--- config.mk ---
export PLATFORM = sky130hd
export DESIGN_NAME = spi_cfg_loader
export DESIGN_NICKNAME = d
export VERILOG_FILES = /design/src/rtl/spi_cfg_loader.sv
export SDC_FILE = /design/constraint.sdc
export NUM_CORES = 1
export LEC_CHECK = 0
export ABC_CLOCK_PERIOD_IN_PS = 2800
export BUFFER_PORTS_ARGS = -buffer_cell sky130_fd_sc_hd__buf_2
export CAP_MARGIN = 0
export CORE_MARGIN = 2
export CORE_UTILIZATION = 61
export CTS_CLUSTER_SIZE = 40
export DETAILED_ROUTE_END_ITERATION = 8
export HOLD_SLACK_MARGIN = 0.06
export MAX_ROUTING_LAYER = met4
export PLACE_DENSITY = 0.82
export SETUP_SLACK_MARGIN = 0.2
export SLEW_MARGIN = 20
export SYNTH_ARGS = -nofsm -noshare
export SYNTH_HDL_FRONTEND = slang
export SYNTH_SLANG_ARGS = --single-unit
--- constraint.sdc ---
create_clock -name clk -period 2.8 [get_ports clk]
set_clock_uncertainty 0.1 [all_clocks]
set_input_delay 0.14 -clock clk [delete_from_list [all_inputs] [get_ports clk]]
set_output_delay 0.14 -clock clk [all_outputs]
set_load 0.05 [all_outputs]
--- src/rtl/spi_cfg_loader.sv ---
module spi_cfg_loader #(
  parameter int CLK_DIV       = 4,
  parameter int TICK_DIV      = 100,
  parameter int ENABLE_US     = 5,
  parameter int PAGE_US       = 200,
  parameter int REFRESH_US    = 4800,
  parameter int BUSY_POLLS    = 128,
  parameter int REFRESH_TRIES = 16,
  parameter int LEN_W         = 24
) (
  input  logic             clk,
  input  logic             rst_n,
  input  logic             start,
  input  logic [LEN_W-1:0] img_len,
  input  logic [7:0]       in_data,
  input  logic             in_valid,
  output logic             in_ready,
  output logic             spi_sck,
  output logic             spi_cs_n,
  output logic             spi_mosi,
  input  logic             spi_miso,
  output logic             busy,
  output logic             done,
  output logic             err_valid,
  output logic [3:0]       err_code
);

  localparam int HC_W   = $clog2(2*CLK_DIV) < 1 ? 1 : $clog2(2*CLK_DIV);
  localparam int TK_W   = $clog2(TICK_DIV+1);
  localparam int MAX_US = REFRESH_US > PAGE_US ? (REFRESH_US > ENABLE_US ? REFRESH_US : ENABLE_US)
                                               : (PAGE_US > ENABLE_US ? PAGE_US : ENABLE_US);
  localparam int US_W   = $clog2(MAX_US+1);
  localparam int PC_W   = $clog2(BUSY_POLLS+1);
  localparam int RT_W   = $clog2(REFRESH_TRIES+1);
  localparam int PG_W   = LEN_W-4;
  localparam logic [HC_W-1:0] HALF_M1 = HC_W'(CLK_DIV-1);
  localparam logic [HC_W-1:0] GAP_M1  = HC_W'(2*CLK_DIV-1);

  typedef enum logic [1:0] {F_IDLE, F_LOAD, F_BIT, F_GAP} fst_t;
  typedef enum logic [3:0] {S_IDLE, S_EN, S_EN_W, S_ER, S_POLL, S_ADDR, S_PAGE, S_PAGE_W,
                            S_PDONE, S_REF, S_REF_W, S_REF_ST, S_CL_ER, S_CL_REF, S_CL_W} st_t;

  fst_t fst;
  st_t  st;
  logic [4:0] bi, flen, cur_len;
  logic [31:0] fop, cur_op;
  logic [7:0] tx_sr, rx_sr;
  logic [2:0] bc;
  logic [HC_W-1:0] hc;
  logic fpage, cur_page, frame_st, fr_req, fr_done, sent;
  logic [2:0] s_err;
  logic s_fail, s_busy, s_done;
  logic [TK_W-1:0] tk;
  logic [US_W-1:0] us, wait_tgt;
  logic in_wait, wait_done;
  logic [PG_W-1:0] pages;
  logic [PC_W-1:0] polls;
  logic [RT_W-1:0] tries;
  logic [1:0] ctx;
  logic [3:0] cl_err;

  assign in_ready = (fst == F_LOAD) && fpage && (bi > 5'd3);
  assign spi_cs_n = !((fst == F_LOAD) || (fst == F_BIT));
  assign spi_sck  = (fst == F_BIT) && tx_bit_hi;
  logic tx_bit_hi;
  assign spi_mosi = tx_sr[7];
  assign fr_done  = (fst == F_GAP) && (hc == GAP_M1);
  assign busy     = (st != S_IDLE);

  always_comb begin
    cur_op = 32'h3C00_0000; cur_len = 5'd4; cur_page = 1'b0; frame_st = 1'b1;
    case (st)
      S_EN:              cur_op = 32'hC608_0000;
      S_ER, S_CL_ER:     cur_op = 32'h0E04_0000;
      S_POLL, S_REF_ST:  cur_len = 5'd8;
      S_ADDR:            cur_op = 32'h4600_0000;
      S_PAGE:            begin cur_op = 32'h7000_0001; cur_len = 5'd20; cur_page = 1'b1; end
      S_PDONE:           cur_op = 32'h5E00_0000;
      S_REF, S_CL_REF:   cur_op = 32'h7900_0000;
      default:           frame_st = 1'b0;
    endcase
  end
  assign fr_req = frame_st && !sent && (fst == F_IDLE);

  always_ff @(posedge clk or negedge rst_n) begin
    if (!rst_n) begin
      fst <= F_IDLE; bi <= '0; flen <= '0; fpage <= 1'b0; fop <= '0; tx_sr <= '0; rx_sr <= '0;
      bc <= '0; hc <= '0; tx_bit_hi <= 1'b0; s_err <= '0; s_fail <= 1'b0; s_busy <= 1'b0; s_done <= 1'b0;
    end else begin
      case (fst)
        F_IDLE: if (fr_req) begin
          fop <= cur_op; flen <= cur_len; fpage <= cur_page; bi <= '0; fst <= F_LOAD;
        end
        F_LOAD: if (!in_ready || in_valid) begin
          tx_sr <= in_ready ? in_data : fop[31:24];
          fop <= {fop[23:0], 8'h00};
          bc <= '0; hc <= '0; fst <= F_BIT;
        end
        F_BIT: if (hc == HALF_M1) begin
          hc <= '0;
          if (!tx_bit_hi) begin
            tx_bit_hi <= 1'b1;
            rx_sr <= {rx_sr[6:0], spi_miso};
          end else begin
            tx_bit_hi <= 1'b0;
            tx_sr <= {tx_sr[6:0], 1'b0};
            bc <= bc + 3'd1;
            if (bc == 3'd7) begin
              if (!fpage) begin
                case (bi)
                  5'd4: s_err[2:1] <= rx_sr[1:0];
                  5'd5: s_err[0] <= rx_sr[7];
                  5'd6: begin s_fail <= rx_sr[5]; s_busy <= rx_sr[4]; s_done <= rx_sr[0]; end
                  default: ;
                endcase
              end
              if (bi == flen - 5'd1) fst <= F_GAP;
              else begin bi <= bi + 5'd1; fst <= F_LOAD; end
            end
          end
        end else hc <= hc + 1'b1;
        F_GAP: if (hc == GAP_M1) begin hc <= '0; fst <= F_IDLE; end
               else hc <= hc + 1'b1;
        default: fst <= F_IDLE;
      endcase
    end
  end

  assign in_wait  = (st == S_EN_W) || (st == S_PAGE_W) || (st == S_REF_W) || (st == S_CL_W);
  assign wait_tgt = (st == S_EN_W) ? US_W'(ENABLE_US) : (st == S_PAGE_W) ? US_W'(PAGE_US) : US_W'(REFRESH_US);
  assign wait_done = in_wait && (us == wait_tgt);

  always_ff @(posedge clk or negedge rst_n) begin
    if (!rst_n) begin tk <= '0; us <= '0; end
    else if (!in_wait) begin tk <= '0; us <= '0; end
    else if (tk == TK_W'(TICK_DIV-1)) begin tk <= '0; us <= us + 1'b1; end
    else tk <= tk + 1'b1;
  end

  always_ff @(posedge clk or negedge rst_n) begin
    if (!rst_n) begin
      st <= S_IDLE; sent <= 1'b0; done <= 1'b0; err_valid <= 1'b0; err_code <= '0;
      pages <= '0; polls <= '0; tries <= '0; ctx <= '0; cl_err <= '0;
    end else begin
      done <= 1'b0; err_valid <= 1'b0;
      if (fr_req) sent <= 1'b1;
      if (fr_done) sent <= 1'b0;
      case (st)
        S_IDLE: if (start) begin
          if (img_len[3:0] != 4'd0) begin err_valid <= 1'b1; err_code <= 4'd5; end
          else begin pages <= img_len[LEN_W-1:4]; st <= S_EN; end
        end
        S_EN:   if (fr_done) st <= S_EN_W;
        S_EN_W: if (wait_done) st <= S_ER;
        S_ER:   if (fr_done) begin st <= S_POLL; ctx <= 2'd0; polls <= '0; end
        S_POLL: if (fr_done) begin
          polls <= polls + 1'b1;
          if (!s_busy) begin
            case (ctx)
              2'd0: if (s_fail) begin err_valid <= 1'b1; err_code <= 4'd2; st <= S_IDLE; end
                    else st <= S_ADDR;
              2'd1: if (!s_done) begin cl_err <= 4'd3; st <= S_CL_ER; end
                    else begin tries <= '0; st <= S_REF; end
              default: st <= S_CL_REF;
            endcase
          end else if (polls == PC_W'(BUSY_POLLS-1)) begin
            err_valid <= 1'b1; st <= S_IDLE;
            err_code <= (ctx == 2'd2) ? cl_err : 4'd1;
          end
        end
        S_ADDR:   if (fr_done) st <= (pages == '0) ? S_PDONE : S_PAGE;
        S_PAGE:   if (fr_done) begin pages <= pages - 1'b1; st <= S_PAGE_W; end
        S_PAGE_W: if (wait_done) st <= (pages == '0) ? S_PDONE : S_PAGE;
        S_PDONE:  if (fr_done) begin st <= S_POLL; ctx <= 2'd1; polls <= '0; end
        S_REF:    if (fr_done) st <= S_REF_W;
        S_REF_W:  if (wait_done) st <= S_REF_ST;
        S_REF_ST: if (fr_done) begin
          if (!s_busy && s_done && s_err == 3'd0) begin done <= 1'b1; st <= S_IDLE; end
          else if (tries == RT_W'(REFRESH_TRIES-1)) begin cl_err <= {1'b1, s_err}; st <= S_CL_ER; end
          else begin tries <= tries + 1'b1; st <= S_REF; end
        end
        S_CL_ER:  if (fr_done) begin st <= S_POLL; ctx <= 2'd2; polls <= '0; end
        S_CL_REF: if (fr_done) st <= S_CL_W;
        S_CL_W:   if (wait_done) begin err_valid <= 1'b1; err_code <= cl_err; st <= S_IDLE; end
        default:  st <= S_IDLE;
      endcase
    end
  end

  p_reset_idle_r1: assert property (@(posedge clk) disable iff (!rst_n)
    $rose(rst_n) |-> (spi_cs_n && !done && !err_valid));
  p_cs_only_busy_r2: assert property (@(posedge clk) disable iff (!rst_n)
    !busy |-> spi_cs_n);
  p_sck_parked_r2: assert property (@(posedge clk) disable iff (!rst_n)
    spi_cs_n |-> !spi_sck);
  p_mosi_hold_r2: assert property (@(posedge clk) disable iff (!rst_n)
    (spi_sck && $past(spi_sck)) |-> $stable(spi_mosi));
  p_bad_len_r8: assert property (@(posedge clk) disable iff (!rst_n)
    (start && !busy && img_len[3:0] != 4'd0) |=> (err_valid && err_code == 4'd5));
  p_pulse_excl_r13: assert property (@(posedge clk) disable iff (!rst_n)
    !(done && err_valid));
  p_done_pulse_r13: assert property (@(posedge clk) disable iff (!rst_n)
    done |=> !done);
  p_end_idle_r13: assert property (@(posedge clk) disable iff (!rst_n)
    (done || err_valid) |-> !busy);

endmodule

==> metrics.md, run 1 <==
| Metric | Value |
|---|---|
| Worst Hold Class | `in -> reg` |
| Req. time, crit path | `2.56 ns` |
| Critical path endpoint category | `output port` |
| Sink Count | `122` |
| Number of cells on the worst hold path | `6` |
| Num CTS Buffers | `17` |
| Worst IR Drop VDD | `0.637 mV` |
| Global-route wire length before repair | `27400 µm` |
| CP arrival | `2.25 ns` |
| Mapped Avg Cell Area | `9.17 µm²` |
| Syn Inst Count | `747` |
| Port-buffer cells | `47` |
| PwrDens | `725 nW/µm²` |
| Site row count | `38` |
| Number of global-route vias before repair | `5856` |
| Commonest non-fill, non-tap cell in the layout | `dfrtp_1` |
| Most frequent cells in the layout | `dfrtp_1 (122), nand2_1 (92), nor2_1 (74), o21ai_0 (60), a21oi_1 (50)` |
| Setup violations, final | `0` |
| Vias per cell | `6.05` |
| Seq cells post-synth | `122` |
| Setup bufs post-CTS | `0` |
| Drt pass-1 iters | `5` |
| WL per Instance | `16.8 µm` |
| Leakage | `3.63 nW` |
| Hold slack final | `0.183 ns` |
| Max_cap viols | `0` |
| Final hold violation count | `0` |
| Fmax achieved | `0.402 GHz` |
| ANT nets after route | `0` |
| Synth Flop Type | `dfrtp_1` |
| Total global routing overflow | `0` |
| Initial drt markers | `487` |
| Finished Core Util | `75.4%` |
| Fill count | `735` |
| CP max-delay cell | `dfrtp_1` |
| Via count | `5988` |
| Core area | `10900 µm²` |
| Slew HR | `59.0%` |
| Ant diodes | `0` |
| Final clock period utilization by the worst path | `88.9%` |
| Final setup TNS | `0 ns` |
| Die height | `110 µm` |
| Final nets | `896` |
| Mapped Area | `6850 µm²` |
| Clock buffer depth | `2` |
| Slew @ Worst Pin | `0.610 ns` |
| Post-synth ARST share | `100%` |
| Max Transition Viols Final | `0` |
| Post-synthesis sequential area ratio | `44.6%` |
| Synth warnings | `0` |
| Crit-path cells | `ha_1, nand3b_1, a21oi_1, buf_4, buf_2` |
| Final GP Congestion | `0.950` |
| Minimum clock period after layout | `2.49 ns` |
| Initial antenna violation count | `0` |
| Largest net degree at the start of global routing | `56` |
| Worst r2r path cells | `8` |
| Post-synth EDFFs | `0` |
| Layout cells sized above 1 | `16.5%` |
| Crit Path Class | `reg -> out` |
| Die area | `12100 µm²` |
| Starting Density | `62.9%` |
| Outcome | `complete, no violations` |
| CTS root buf | `clkbuf_8` |
| All-layer global routing usage | `30.3%` |
| Mapped Nets | `807` |
| Routed WL | `16700 µm` |
| Skew-Pair Late Insertion Delay | `0.54 ns` |
| H-tree Lvls | `4` |
| Area Growth Syn to Fin | `19.9%` |
| RSZ-0062 raised after global routing | `false` |
| Io pins | `48` |
| Drt drc | `0` |
| Startpoint class of the critical path | `flip-flop` |
| DIE WIDTH | `110 µm` |
| Clock transition at path regs | `0.06 ns` |
| CP peak stage delay | `0.44 ns` |
| CP max FO | `11` |
| TritonCTS clock tree | `built` |
| Detail Placement HPWL | `11100 µm` |
| Yosys cell types | `72` |
cells in the mapped netlist, drive strengths merged, types with 5 or more instances:
cell	instances	area share, %
nor4b	5	0.73
xnor2	14	1.8
and2	8	0.75
mux2i	11	1.8
or3	7	0.64
nand2	92	5.0
mux2	26	4.4
a22oi	6	0.66
clkbuf	23	1.3
dfrtp	122	45
nor4	6	0.55
and3	9	0.82
ha	23	4.2
xor2	14	1.8
nand3	21	1.5
nor3	22	1.7
o21ai	63	4.6
nor2	74	4.1
o22a	5	0.64
inv	27	1.5
buf	11	0.88
nor2b	9	0.86
o31ai	6	0.66
a21oi	51	3.8
nand2b	10	0.91
nand4	11	1.0
o22ai	5	0.46
cells by family after synthesis:
kind of cell / share of synthesized area (%)
AO/OA/AOI/OAI: 16.8
XOR/XNOR: 3.58
flip-flops: 44.6
multiplexers: 6.23
buffers and inverters: 3.62
AND/OR/NAND/NOR: 21.0
adder cells (fa/ha/maj): 4.20
registers in the layout (all words and copies together), names as in the netlist, 2 cells and up:
name,cells
pages,20
us,13
fop,12
polls,8
rx_sr,8
tx_sr,8
tk,7
bi,5
tries,5
cl_err,4
err_code,4
st,4
bc,3
flen,3
hc,3
s_err,3
ctx,2
fst,2
per-stage QoR:
stage	power (mW)	cell area (µm²)	instances	setup slack (ns)
floorplan	3.33	6850	747	0.242
global placement	3.72	7290	922	0.435
detailed placement	3.78	7290	922	0.372
CTS	5.94	8210	989	0.312
global route	6.23	8210	989	0.203
finish	5.95	8210	989	0.311
path summary, 6_finish.rpt:
kind | endpoint | startpoint | slack, ns
max | in_ready | bi[0]$_DFFE_PN0P_ | 0.31
min | err_valid$_DFF_PN0_ | img_len[2] | 0.18
max reg2reg | tx_sr[0]$_DFFE_PN0P_ | bi[0]$_DFFE_PN0P_ | 0.33
min reg2reg | tk[0]$_DFF_PN0_ | tk[0]$_DFF_PN0_ | 0.36
max in group asynchronous | bc[2]$_DFFE_PN0P_ | rst_n | 1.01
min in group asynchronous | bi[3]$_DFFE_PN0P_ | rst_n | 0.57
layer usage:
metal,part of all wire (%),global-route usage [%],up-vias
li1,-,-,2836
met1,43,37.2,2895
met2,50,49.4,211
met3,4.2,6.34,46
met4,2.3,11.3,0
met5,0,-,-
worst max-delay path: cells and delay by family, from the launching register on:
| kind | cells | cell delay [ns] |
|---|---|---|
| buf+inv | 2 | 0.55 |
| flops | 1 | 0.44 |
| compound gates | 1 | 0.28 |
| fa+ha+maj | 1 | 0.26 |
| simple gates | 1 | 0.18 |
area by class of cell:
cell class | instances | area [µm²] | share of cell area, %
multi-input cells | 564 | 3550 | 43.3
flip-flops and latches | 122 | 3050 | 37.2
repair buffers | 104 | 766 | 9.32
clock buffers | 24 | 470 | 5.73
well taps | 140 | 175 | 2.13
inverters | 27 | 101 | 1.23
clock inverters | 8 | 92.6 | 1.13
report_power, final:
group	leakage (nW)	switching [mW]	internal, mW
logic	1.73	1.02	0.616
clock network	0.279	0.778	1.33
registers	1.62	0.246	1.96
what timing repair did:
action                                 in CTS  in global routing
resized for setup                           0                  1
hold buffers                               35                  0
endpoints found under the hold margin     157                  0
setup endpoints to repair                   0                  1
No activity file was read; power rests on OpenSTA's default activity.
==> inputs of run 2 (changes only) <==
- PLACE_DENSITY: 0.82 -> not set
- PLACE_DENSITY_LB_ADDON: not set -> 0.05
==> run 2 against run 1 <==
Maximum frequency increased by 0.44%. Power decreased by 4.3%. First-iteration DRC count decreased by 6.0%. Utilization decreased by 0.69 points. Flip-flop and latch count unchanged. Global-route usage decreased by 0.20 points. Critical path depth increased by 3. Non-clock buffer count decreased by 1. Sequential power about the same. Hold slack got worse by 0.091 ns.
==> metrics.md, run 2 (synthesized netlist as in run 1, its figures left out) <==
| Metric | Value |
|---|---|
| Layout cells sized above 1 | `16.4% (-0.14 points)` |
| Power share of the sequential group | `38.5% (+1.4 points)` |
| Startpoint class of the critical path | `flip-flop` |
| Die height | `110 µm (unchanged)` |
| Die area | `12100 µm² (unchanged)` |
| Req. time, crit path | `3.11 ns (+0.55 ns)` |
| Logic gate share of total power | `28.9% (+1.4 points)` |
| Routed WL | `16100 µm (-3.4%)` |
| All-layer global routing usage | `30.1% (-0.20 points)` |
| Initial drt markers | `458 (-6.0%)` |
| Io pins | `48 (unchanged)` |
| CP max FO | `11 (unchanged)` |
| Int Pwr | `3.71 mW (-4.9%)` |
| Number of global-route vias before repair | `5867 (+0.19%)` |
| Skew-Pair Late Insertion Delay | `0.53 ns (about the same)` |
| Switching pwr | `1.98 mW (-3.0%)` |
| Clock transition at path regs | `0.05 ns (about the same)` |
| CP arrival | `2.79 ns (+0.54 ns)` |
| Switching fraction of total power | `34.8% (+0.44 points)` |
| Vias per cell | `6.07 (+0.32%)` |
| Worst IR Drop VDD | `0.724 mV (+14%)` |
| Setup violations, final | `0 (unchanged)` |
| Outcome | `complete, no violations` |
| Via count | `5977 (-0.18%)` |
| Detail Placement HPWL | `10900 µm (-2.2%)` |
| ANT nets after route | `0 (unchanged)` |
| Clock buffer depth | `2 (unchanged)` |
| Final clock period utilization by the worst path | `88.5% (-0.39 points)` |
| Final setup TNS | `0 ns (unchanged)` |
| Ant diodes | `0 (unchanged)` |
| PwrDens | `700 nW/µm² (-3.4%)` |
| H-tree Lvls | `4 (unchanged)` |
| Worst Hold Class | `in -> async` |
| RSZ-0062 raised after global routing | `true` |
| Drt pass-1 iters | `5 (unchanged)` |
| Max_cap viols | `0 (unchanged)` |
| Minimum clock period after layout | `2.48 ns (-0.0108 ns)` |
| Core area | `10900 µm² (unchanged)` |
| DIE WIDTH | `110 µm (unchanged)` |
| Final worst slack | `0.322 ns (+0.0108 ns)` |
| Num CTS Buffers | `17 (unchanged)` |
| Largest net degree at the start of global routing | `70 (+25%)` |
| Global-route wire length before repair | `27400 µm (+0.10%)` |
| WL per Instance | `16.3 µm (-2.9%)` |
| Setup bufs post-CTS | `0 (unchanged)` |
| Most frequent cells in the layout | `dfrtp_1 (122), nand2_1 (92), nor2_1 (73), o21ai_0 (60), a21oi_1 (49)` |
| Final hold violation count | `0 (unchanged)` |
| Total global routing overflow | `0 (unchanged)` |
| Fill count | `804 (+9.4%)` |
| Max reg flops | `20 (unchanged)` |
| Critical path endpoint category | `flip-flop` |
| Leakage | `3.59 nW (-0.94%)` |
| Initial antenna violation count | `0 (unchanged)` |
| Area Growth Syn to Fin | `18.8%` |
| Pre-CTS WS | `0.350 ns (-0.0226 ns)` |
| CTS root buf | `clkbuf_8` |
| Commonest non-fill, non-tap cell in the layout | `dfrtp_1` |
| Final GP Congestion | `0.943 (-0.72%)` |
| Fmax achieved | `0.404 GHz (+0.44%)` |
| Slew @ Worst Pin | `0.600 ns (-0.00999 ns)` |
| Port-buffer cells | `47 (unchanged)` |
| Final nets | `895 (-0.11%)` |
| Site row count | `38 (unchanged)` |
| Starting Density | `62.9% (unchanged)` |
| Biggest register | `pages` |
| Largest registers | `pages (20), us (13), fop (12)` |
| Slew HR | `59.6% (+0.67 points)` |
| Sink Count | `122 (unchanged)` |
| Drt drc | `0 (unchanged)` |
| Crit Path Class | `reg -> reg` |
| Max Transition Viols Final | `0 (unchanged)` |
| Clock power frac | `32.6% (-2.8 points)` |
| TritonCTS clock tree | `built` |
-- run 2: cell type report --
class / count / area [µm²] / share of cell area, %
clock buffers: 24 / 470 / 5.78
clock inverters: 4 / 20.0 / 0.246
inverters: 27 / 101 / 1.25
multi-input cells: 564 / 3560 / 43.8
flip-flops and latches: 122 / 3050 / 37.5
well taps: 140 / 175 / 2.15
repair buffers: 103 / 756 / 9.29
-- run 2: metrics by stage --
stage | hold slack, ns | power (mW) | cells | utilization (%) | area [µm²]
2_1_floorplan | -0.256 | 3.33 | 747 | - | 6850
3_3_place_gp | -0.128 | 3.72 | 922 | 67.0 | 7290
3_5_place_dp | -0.126 | 3.78 | 922 | 67.0 | 7290
4_1_cts | 0.104 | 5.69 | 984 | 74.6 | 8120
5_1_grt | 0.140 | 5.99 | 984 | 74.7 | 8140
6_report | 0.0922 | 5.70 | 984 | 74.7 | 8140
-- run 2: critical path, cell delays in order, from the launching register on --
cell and delay (ns):
dfrtp_1 0.46, ha_1 0.28, nand3b_1 0.19, a21oi_2 0.22
buf_4 0.24, nor2b_1 0.08, a31oi_1 0.16, dlygate4sd3_1 0.57
o21ai_0 0.07
-- run 2: what timing repair did --
| action | in CTS | in global routing |
|---|---|---|
| hold buffers | 34 | 0 |
| endpoints found under the setup margin | 0 | 8 |
| gates resized for setup | 0 | 3 |
| endpoints found under the hold margin | 154 | 0 |
-- run 2: final timing paths --
| check | start | endpoint | slack, ns | cells past startpoint |
|---|---|---|---|---|
| min reg2reg | tk[0]$_DFF_PN0_ | tk[0]$_DFF_PN0_ | 0.36 | 1 |
| min in group clk | img_len[2] | err_valid$_DFF_PN0_ | 0.17 | 6 |
| min | rst_n | tx_sr[0]$_DFFE_PN0P_ | 0.09 | 3 |
| max reg2reg | bi[0]$_DFFE_PN0P_ | tx_sr[0]$_DFFE_PN0P_ | 0.32 | 8 |
| max | bi[0]$_DFFE_PN0P_ | tx_sr[0]$_DFFE_PN0P_ | 0.32 | 8 |
| max in group asynchronous | rst_n | bc[2]$_DFFE_PN0P_ | 1.83 | 3 |
-- run 2: power by group through the flow --
stage	registers [mW]	logic [mW]	clock network, mW
after CTS	2.18	1.62	1.89
after global routing	2.22	1.80	1.97
after floorplan	2.20	1.13	0
final	2.19	1.65	1.86
after global placement	2.19	1.53	0
after detailed placement	2.21	1.58	0
-- run 2: routing by layer --
layer	wire length, µm	GRT usage [%]	up-vias
met5	0	-	-
li1	-	-	2840
met3	736	6.94	36
met2	7990	48.4	170
met1	6990	37.1	2931
met4	359	11.4	0
==> inputs of run 3 (changes only) <==
- ABC_CLOCK_PERIOD_IN_PS: 2800 -> 2400
- clock period: 2.8 -> 2.4 ns (I/O delays scaled with it)
==> run 3 against run 2 <==
Utilization grew 4.4 points. Sequential share of layout area fell by 2.0 points. Critical endpoint is now st[1]$_DFFE_PN0P_. First-iteration DRC count up 29%. Clock power rose by 24%. Largest power group unchanged. Via count grew 2.5%. Final cell count increased by 3.9%. Flip-flop and latch count is the same. Largest cell class unchanged. Critical path depth fell by 1. Count of clock-buffer cells in the layout shrank 7. Die area unchanged. Global-route usage rose by 0.86 points.
==> metrics.md, run 3 (synthesized netlist as in run 1, its figures left out) <==
| Metric | Value |
|---|---|
| Clock buffer depth | `2 (unchanged)` |
| Io pins | `48 (unchanged)` |
| Total global routing overflow | `0 (unchanged)` |
| Drt drc | `0 (unchanged)` |
| Max_cap viols | `0 (unchanged)` |
| Final Non-Filler Cells | `1022 (+3.9%)` |
| Setup violations, final | `0 (unchanged)` |
| Largest net degree at the start of global routing | `52 (-26%)` |
| Core area | `10900 µm² (unchanged)` |
| Final hold violation count | `0 (unchanged)` |
| Ant diodes | `0 (unchanged)` |
| Crit Path Class | `reg -> reg` |
| Startpoint class of the critical path | `flip-flop` |
| Number of global-route vias before repair | `5977 (+1.9%)` |
| Detail Placement HPWL | `11300 µm (+4.5%)` |
| Worst path bufs/invs | `1 (-1)` |
| Max Transition Viols Final | `0 (unchanged)` |
| Worst IR Drop VDD | `0.624 mV (-14%)` |
| Worst Hold Class | `in -> async` |
| Area Growth Syn to Fin | `25.8%` |
| Vias per cell | `5.99 (-1.3%)` |
| TritonCTS clock tree | `built` |
| H-tree Lvls | `4 (unchanged)` |
| Clock transition at path regs | `0.06 ns (about the same)` |
| Fmax achieved | `0.450 GHz (+12%)` |
| Final setup TNS | `0 ns (unchanged)` |
| PwrDens | `828 nW/µm² (+18%)` |
| Die area | `12100 µm² (unchanged)` |
| ANT nets after route | `0 (unchanged)` |
| Fill count | `733 (-8.8%)` |
| Layout cells sized above 1 | `23.4% (+7.0 points)` |
| CP max FO | `5 (-6)` |
| Starting Density | `62.9% (unchanged)` |
| CP delay by family, top | `compound AO/OA/AOI/OAI gates` |
| Final nets | `929 (+3.8%)` |
| Max reg flops | `20 (unchanged)` |
| Minimum clock period after layout | `2.22 ns (-0.257 ns)` |
| Commonest non-fill, non-tap cell in the layout | `dfrtp_1` |
| CP max-delay cell | `or4_4` |
| Die height | `110 µm (unchanged)` |
| FF+latch area | `3060 µm² (+0.16%)` |
| Inst Count DP | `940 (+2.0%)` |
| Final GP Congestion | `0.920 (-2.4%)` |
| Skew-Pair Late Insertion Delay | `0.53 ns (about the same)` |
| Port-buffer cells | `47 (unchanged)` |
| Drt pass-1 iters | `5 (unchanged)` |
| Slew HR | `57.5% (-2.2 points)` |
| Sink Count | `122 (unchanged)` |
| Multi-input combinational cell area | `3710 µm² (+4.1%)` |
| Slew @ Worst Pin | `0.638 ns (+0.0384 ns)` |
| Initial drt markers | `593 (+29%)` |
| Crit-path cells | `nand2b_4, or4_4, a2111oi_4, buf_6, a21boi_2, o31ai_1, a22oi_1` |
| Site row count | `38 (unchanged)` |
| Largest registers | `pages (20), us (13), fop (12)` |
| CTS root buf | `clkbuf_8` |
| Outcome | `complete, no violations` |
| WL per Instance | `16.8 µm (+2.8%)` |
| Routed WL | `17200 µm (+6.7%)` |
| CP peak stage delay | `0.49 ns (-0.08 ns)` |
| CP arrival | `2.52 ns (-0.27 ns)` |
| Most frequent cells in the layout | `dfrtp_1 (118), nand2_1 (90), nor2_1 (73), o21ai_0 (55), buf_4 (53)` |
| Initial antenna violation count | `0 (unchanged)` |
| Global-route wire length before repair | `28100 µm (+2.3%)` |
| Biggest register | `pages` |
| Via count | `6125 (+2.5%)` |
| Req. time, crit path | `2.70 ns (-0.41 ns)` |
| Final clock period utilization by the worst path | `92.5% (+4.0 points)` |
| Num CTS Buffers | `17 (unchanged)` |
| All-layer global routing usage | `31.0% (+0.86 points)` |
| Critical path endpoint category | `flip-flop` |
| DIE WIDTH | `110 µm (unchanged)` |
| Leakage | `3.78 nW (+5.3%)` |
| RSZ-0062 raised after global routing | `true` |
[run 3: cell types whose count changed in the layout (fill, tap and decap cells not counted), moves of 4 or more]
cell / previous run / this run
buf_4: 22 / 53
buf_6: 0 / 6
clkinv_4: 0 / 5
o21ai_0: 60 / 55
o21ai_1: 3 / 8
clkbuf_1: 4 / 0
clkinvlp_4: 0 / 4
dfrtp_1: 122 / 118
dfrtp_2: 0 / 4
ha_1: 23 / 19
[run 3: what timing repair did]
action                     in CTS  in global routing
buffers inserted               10                  7
setup endpoints to repair      27                 73
gates resized for setup        12                 33
cloned                          0                  1
hold buffers                   32                  0
hold endpoints to repair      129                  0
pin swaps                       9                  8
[run 3: cell type report]
type | count | area share [%]
tap | 140 | 2.03
clock buffer | 17 | 4.81
clock inverter | 15 | 1.41
timing repair buffer | 137 | 12.0
inverter | 27 | 1.18
sequential | 122 | 35.5
multi-input combinational | 564 | 43.0
[run 3: power by group]
| part | switching, mW | internal, mW |
|---|---|---|
| clock | 1.01 | 1.28 |
| combinational | 1.32 | 0.948 |
| sequential | 0.270 | 2.29 |
[run 3: worst paths after layout]
path,to,cells past startpoint,from,slack (ns)
setup / recovery,st[1]$_DFFE_PN0P_,7,st[3]$_DFFE_PN0P_,0.18
hold / removal,tx_sr[1]$_DFFE_PN0P_,2,rst_n,0.05
setup reg to reg,st[1]$_DFFE_PN0P_,7,st[3]$_DFFE_PN0P_,0.18
hold reg to reg,tk[0]$_DFF_PN0_,1,tk[0]$_DFF_PN0_,0.35
max in group asynchronous,us[3]$_DFFE_PN0P_,3,rst_n,1.34
min in group clk,pages[0]$_DFFE_PN0P_,4,img_len[4],0.27
[run 3: per-layer routing]
| layer | vias up | routed length [µm] | track usage [%] |
|---|---|---|---|
| met5 | - | 0 | - |
| met4 | 0 | 134 | 7.96 |
| met3 | 13 | 826 | 6.64 |
| met2 | 190 | 8850 | 51.9 |
| met1 | 2997 | 7350 | 38.1 |
| li1 | 2925 | - | - |
[run 3: through the flow]
| step | hold WS [ns] | total power, mW | setup slack (ns) | cell area (µm²) | utilization, % |
|---|---|---|---|---|---|
| 2_1_floorplan | -0.276 | 3.89 | 0.164 | 6870 | - |
| 3_3_place_gp | 0.0827 | 4.46 | 0.101 | 7440 | 68.3 |
| 3_5_place_dp | 0.0826 | 4.52 | 0.0612 | 7440 | 68.3 |
| 4_1_cts | 0.0684 | 7.00 | 0.127 | 8430 | 77.4 |
| 5_1_grt | 0.0950 | 7.52 | 0.128 | 8610 | 79.1 |
| 6_report | 0.0524 | 7.13 | 0.179 | 8610 | 79.1 |
